<file path="src/rtl/vmw_pkg.sv">
// Package: shared encodings and helpers for the predicated writeback merge.
// Assumes the vector width is a multiple of 32 bytes so that the quarter
// and half lengths are whole bytes.
package vmw_pkg;

    // Element width codes; the value is log2 of the bytes per element.
    typedef enum logic [1:0] {
        ESZ_B8  = 2'd0,
        ESZ_B16 = 2'd1,
        ESZ_B32 = 2'd2,
        ESZ_B64 = 2'd3
    } esz_e;

    // Active vector length codes; the last two both mean full width.
    typedef enum logic [1:0] {
        VL_QUARTER = 2'd0,
        VL_HALF    = 2'd1,
        VL_FULL    = 2'd2,
        VL_FULL_B  = 2'd3
    } vlen_e;

    // Number of live bytes for a length code, given the full byte count.
    function automatic int unsigned live_bytes(input logic [1:0] vl,
                                               input int unsigned full);
        case (vl)
            VL_QUARTER: return full / 4;
            VL_HALF:    return full / 2;
            default:    return full;
        endcase
    endfunction

endpackage

</file>
<file path="src/rtl/vmw_mask_select.sv">
// Module: vmw_mask_select
// Builds the effective per-element predicate. Selector 0 gives an all-ones
// mask; any other selector uses the supplied register contents. Bits at or
// above (live bytes >> element-size code) are cleared.
// Assumes MASK_BITS equals the number of bytes in a full vector.
module vmw_mask_select #(
    parameter int MASK_BITS = 64,
    parameter int SEL_BITS  = 3
) (
    input  logic [SEL_BITS-1:0]  mask_sel,
    input  logic [MASK_BITS-1:0] mask_val,
    input  logic [1:0]           elem_size,
    input  logic [1:0]           vec_len,
    output logic [MASK_BITS-1:0] mask_used
);
    import vmw_pkg::*;

    localparam int CNT_W = $clog2(MASK_BITS + 1);

    logic [CNT_W-1:0]     live_cnt;
    logic [CNT_W-1:0]     elem_cnt;
    logic [MASK_BITS-1:0] raw_mask;

    // Purpose: count how many mask bits the current length and size use.
    always_comb begin
        live_cnt = CNT_W'(live_bytes(vec_len, MASK_BITS));
        elem_cnt = live_cnt >> elem_size;
    end

    // Purpose: selector 0 stands for "no predicate".
    always_comb begin
        raw_mask = (mask_sel == '0) ? '1 : mask_val;
    end

    // Purpose: clear mask bits whose element lies beyond the active length.
    for (genvar i = 0; i < MASK_BITS; i++) begin : g_trim
        assign mask_used[i] = raw_mask[i] && (CNT_W'(i) < elem_cnt);
    end

endmodule

</file>
<file path="src/rtl/vmw_byte_expand.sv">
// Module: vmw_byte_expand
// Turns the per-element predicate into per-byte enables according to the
// element width, and flags which bytes lie inside the active length.
// Assumes mask_used has already been trimmed to the live element count.
module vmw_byte_expand #(
    parameter int BYTES = 64
) (
    input  logic [BYTES-1:0] mask_used,
    input  logic [1:0]       elem_size,
    input  logic [1:0]       vec_len,
    output logic [BYTES-1:0] byte_en,
    output logic [BYTES-1:0] byte_live
);
    import vmw_pkg::*;

    localparam int CNT_W = $clog2(BYTES + 1);

    logic [CNT_W-1:0] live_cnt;

    // Purpose: number of bytes inside the active vector length.
    always_comb begin
        live_cnt = CNT_W'(live_bytes(vec_len, BYTES));
    end

    for (genvar b = 0; b < BYTES; b++) begin : g_byte
        localparam int IDX1 = b;
        localparam int IDX2 = b / 2;
        localparam int IDX4 = b / 4;
        localparam int IDX8 = b / 8;

        // Purpose: pick the mask bit owning this byte for the element width.
        always_comb begin
            case (esz_e'(elem_size))
                ESZ_B8:  byte_en[b] = mask_used[IDX1];
                ESZ_B16: byte_en[b] = mask_used[IDX2];
                ESZ_B32: byte_en[b] = mask_used[IDX4];
                default: byte_en[b] = mask_used[IDX8];
            endcase
        end

        assign byte_live[b] = (CNT_W'(b) < live_cnt);
    end

endmodule

</file>
<file path="src/rtl/vmw_lane_merge.sv">
// Module: vmw_lane_merge
// Per-byte three-way choice: new data, old data or zero. Bytes outside the
// active length are zero; unselected live bytes follow the zeroing flag.
// Assumes byte_en is already 0 for bytes outside the active length.
module vmw_lane_merge #(
    parameter int BYTES = 64
) (
    input  logic [BYTES*8-1:0] new_vec,
    input  logic [BYTES*8-1:0] old_vec,
    input  logic [BYTES-1:0]   byte_en,
    input  logic [BYTES-1:0]   byte_live,
    input  logic               zero_mode,
    output logic [BYTES*8-1:0] merged
);

    for (genvar b = 0; b < BYTES; b++) begin : g_lane
        // Purpose: choose the source for one destination byte.
        always_comb begin
            if (!byte_live[b]) begin
                merged[b*8 +: 8] = 8'h00;
            end else if (byte_en[b]) begin
                merged[b*8 +: 8] = new_vec[b*8 +: 8];
            end else if (zero_mode) begin
                merged[b*8 +: 8] = 8'h00;
            end else begin
                merged[b*8 +: 8] = old_vec[b*8 +: 8];
            end
        end
    end

endmodule

</file>
<file path="src/rtl/vmask_writeback.sv">
// Module: vmask_writeback (top)
// Predicated writeback merge: trims and expands the mask, merges byte
// lanes and registers the result with a one-cycle valid flag.
// Assumes the mask register contents are presented in the same cycle as
// in_valid; synchronous active-low reset.
module vmask_writeback #(
    parameter int VEC_BITS = 512,
    parameter int SEL_BITS = 3
) (
    input  logic                  clk,
    input  logic                  rst_n,
    input  logic                  in_valid,
    input  logic [VEC_BITS-1:0]   new_vec,
    input  logic [VEC_BITS-1:0]   old_vec,
    input  logic [SEL_BITS-1:0]   mask_sel,
    input  logic [VEC_BITS/8-1:0] mask_val,
    input  logic [1:0]            elem_size,
    input  logic [1:0]            vec_len,
    input  logic                  zero_mode,
    output logic                  out_valid,
    output logic [VEC_BITS-1:0]   out_vec
);

    localparam int BYTES = VEC_BITS / 8;

    logic [BYTES-1:0]    mask_used;
    logic [BYTES-1:0]    byte_en;
    logic [BYTES-1:0]    byte_live;
    logic [VEC_BITS-1:0] merged;

    vmw_mask_select #(
        .MASK_BITS (BYTES),
        .SEL_BITS  (SEL_BITS)
    ) u_sel (
        .mask_sel  (mask_sel),
        .mask_val  (mask_val),
        .elem_size (elem_size),
        .vec_len   (vec_len),
        .mask_used (mask_used)
    );

    vmw_byte_expand #(
        .BYTES (BYTES)
    ) u_exp (
        .mask_used (mask_used),
        .elem_size (elem_size),
        .vec_len   (vec_len),
        .byte_en   (byte_en),
        .byte_live (byte_live)
    );

    vmw_lane_merge #(
        .BYTES (BYTES)
    ) u_mrg (
        .new_vec   (new_vec),
        .old_vec   (old_vec),
        .byte_en   (byte_en),
        .byte_live (byte_live),
        .zero_mode (zero_mode),
        .merged    (merged)
    );

    // Purpose: output register; captures the merge only on valid input.
    always_ff @(posedge clk) begin
        if (!rst_n) begin
            out_valid <= 1'b0;
            out_vec   <= '0;
        end else begin
            out_valid <= in_valid;
            if (in_valid) begin
                out_vec <= merged;
            end
        end
    end

endmodule

</file>
<file path="config.mk">
export PLATFORM = sky130hd
export DESIGN_NAME = vmask_writeback
export DESIGN_NICKNAME = d
export VERILOG_FILES = /design/src/rtl/vmw_pkg.sv /design/src/rtl/vmw_mask_select.sv /design/src/rtl/vmw_byte_expand.sv /design/src/rtl/vmw_lane_merge.sv /design/src/rtl/vmask_writeback.sv
export SDC_FILE = /design/constraint.sdc
export NUM_CORES = 2
export LEC_CHECK = 0
export BUFFER_PORTS_ARGS = -buffer_cell sky130_fd_sc_hd__buf_2
export CORE_AREA = 2 2 637 639
export DETAILED_ROUTE_END_ITERATION = 10
export DIE_AREA = 0 0 639 641
export GPL_TIMING_DRIVEN = 0
export PLACE_DENSITY_LB_ADDON = 0.08
export SKIP_CTS_REPAIR_TIMING = 1
export SYNTH_ARGS = -nofsm -noshare
export SYNTH_HDL_FRONTEND = slang
export SYNTH_HIERARCHICAL = 1
export SYNTH_SLANG_ARGS = --single-unit
</file>
<file path="constraint.sdc">
create_clock -name clk -period 2.2 [get_ports clk]
set_input_delay 0.11 -clock clk [delete_from_list [all_inputs] [get_ports clk]]
set_output_delay 0.11 -clock clk [all_outputs]
set_load 0.1 [all_outputs]
</file>
==> metrics.cfg <==
[run_status]
outcome=complete, but fails checks
violations=negative hold slack, negative setup slack

[die]
initial_core_util=0.0736
die_w_um=639
fp-row-count=233
design.core.area_um2=402000
dieArea_um2=410000
ioPinCount=1612
floorplan.die.height_um=641

[logic_synthesis]
ys_ff_latch=513
synth_area_um2=29600
synthDistinctLibCells=38
seq_area_frac_synth=0.347
synth_ff_type=dfxtp_1
synth_top_area_frac=0.347
ys_warn_count=6
synth.most_common_cell=nor2b_1
syn_area_per_cell_um2=10.7
yosys-top-cells-count=nor2b_1, dfxtp_1, mux2i_1
synth_edf_count=0
netlist_instances=2771
netlist_top_cells_area=dfxtp_1, mux2i_1, a32o_1, nor2b_1, mux4_2
async_flop_share=0
synth_top_area_cell=dfxtp_1

[route]
vias=35100
first_pass_iters=6
drt-total-wl_mm=300
viasPerCell=3.22
drt_iter0_drc=1718
ant_nets=0
post-route-drc-count=0
post_drt_wl_per_cell_um=27.6

[hold_path]
min_path_cells=4
min_from=new_vec[277]
min_to=out_vec[277]
hold_class=in -> reg

[global_routing]
grt_pass1_wl_mm=365
antenna_found_initial=164
grt_remaining_overflow=0
grt_max_degree=17
grt_pass1_vias=32000
grt_use_total=0.138

[power]
sw_frac_of_total=0.390
p_comb_frac=0.350
power_leakage_nw=25.0
clockPowerShare=0.383
power_mw=37.8
ir_drop_uv=474
p_sw_mw=14.7
power_density_nw_per_um2=643
p_int_mw=23.0
p_seq_frac=0.267

[placement]
placed_cells=9685
numPortBuffers=1608
place_congestion=0.853
post-place-ws_ps=-2360
dp_hpwl_mm=257

[clock_tree]
cts.sinks=513
clock-root-buffer=clkbuf_16
clk_path_buf_depth=4
clk_pin_slew_ps=50
insertion_delay_ps=780
htree_levels=3
cts_tree=done
cts_made_buffers=89

[timing]
holdWs_ps=-48.9
period_minus_slack_ps=2230
max_slew_margin=0.340
setup_viol=4
setup_ws_ps=-32.1
maxSlewViolCount=0
finClkSkew_ps=0
finalCritPeriodShare=1.01
hold_viol_final=6
fmax_ghz=0.448
worstMarginPinSlew_ps=991

[setup_path]
crit_top_cell=buf_4
path_class=in -> reg
crit_path_top_delay_cell=mux4_2
crit_path_max_incr_delay_ps=620
rr_startpoint=out_vec[49]
r2r_slack_ps=1380
crit_path_cell_trace=buf_2 -> buf_12 -> nand2b_1 -> buf_6 -> a2bb2oi_4 -> buf_4 -> mux4_2 -> buf_4 -> nor2_2 -> a32o_1 -> mux2i_1 -> nor2b_1
cp_max_fo=10
r2r_cells=2
endpoint_kind=register
required_ps=2950
start_kind=primary input
r2r_end=out_vec[49]
worstPathArrival_ps=2980

[job]
cap_violations=0

[final_layout]
final_cells=10900
final_layout_size_suffix_gt1_frac=0.406
finalNetCount=6603
nFillCells=45900
synthToLayoutAreaGrowth_pct=98.4

[worst max-delay path, delay by kind of cell]
kind / cells / cell delay (ps)
buf+inv: 5 / 1030
mux: 2 / 750
simple gates: 3 / 530
compound gates: 2 / 510
[through the flow]
step                area [um2]  utilization   TNS, ps
floorplan                29700            -         0
global placement         44300        0.110  -1184930
detailed placement       44400        0.111   -794630
CTS                      47300        0.118   -331920
global route             58700        0.146     -72.7
finish                   58700        0.146     -60.1
[cells by family after synthesis]
group	count (synthesis)	synth area share
and+or+nand+nor	721	0.156
AOI/OAI and AO/OA	578	0.192
muxes	573	0.220
DFF	513	0.347
buffers and inverters	384	0.0849
adders and majority gates	1	0.000423
other	1	0.000127
[layout make-up]
type	instances	area, um2	area share
Timing Repair Buffer	2684	19000	0.323
Multi-Input combinational cell	1889	17500	0.298
Sequential cell	513	10300	0.175
Tap cell	5287	6620	0.113
Clock buffer	138	2660	0.0453
Buffer	297	2270	0.0387
Clock inverter	15	213	0.00362
Inverter	29	113	0.00192
Antenna cell	39	97.6	0.00166
[cell usage in the layout, fill, tap and decap left out, types with 5 or more instances in the layout]
master,synthesis,final
buf_4,72,117
clkinv_2,0,6
buf_6,17,19
nor2b_1,515,514
mux2i_1,512,512
nor2_2,0,40
mux4_2,53,60
conb_1,1,16
nor2_4,0,8
a221oi_2,18,5
dfxtp_1,513,513
diode_2,0,39
nor2_1,64,16
nor4bb_1,65,64
inv_1,29,27
and2_2,0,11
buf_1,31,19
clkbuf_8,0,25
o21a_1,32,32
clkbuf_16,0,89
buf_2,21,1623
buf_8,48,48
a31o_2,58,58
clkbuf_2,6,11
a221oi_4,0,19
a31o_1,6,6
clkbuf_1,154,119
a32o_2,0,44
and2_0,7,7
a32o_1,447,403
dlygate4sd3_1,0,1008
clkbuf_4,0,6
buf_12,6,35
and2_1,58,43
[flip-flops by register name, summed over array words and instances (netlist names)]
signal	cells
out_vec	512
out_valid	1
[power by group through the flow]
stage / clock, mW / combinational [mW] / sequential [mW]
6_report: 14.5 / 13.2 / 10.1
5_1_grt: 15.6 / 14.0 / 10.1
4_1_cts: 15.4 / 11.5 / 10.1
3_5_place_dp: 0 / 11.5 / 10.3
3_3_place_gp: 0 / 11.5 / 10.3
2_1_floorplan: 0 / 3.52 / 13.6
[how the worst max path moves through the flow]
stage	startpoint	to	slack [ps]	cells past startpoint
final	elem_size[0]	out_vec[211]	-30	12
after floorplan	vec_len[1]	out_vec[176]	3	9
after CTS	elem_size[1]	out_vec[277]	-1470	12
after detailed placement	elem_size[1]	out_vec[277]	-2360	12
after global placement	mask_sel[2]	out_vec[277]	-3310	10
after global routing	elem_size[1]	out_vec[212]	-20	12
[metal layers]
| layer | GRT usage | part of all wire | vias to the layer above |
|---|---|---|---|
| li1 | - | - | 16100 |
| met1 | 0.158 | 0.40 | 17100 |
| met2 | 0.256 | 0.51 | 1400 |
| met3 | 0.0367 | 0.060 | 449 |
| met4 | 0.0241 | 0.025 | 44 |
| met5 | 0 | 0.00096 | - |
(Power assumes the default switching activity.)
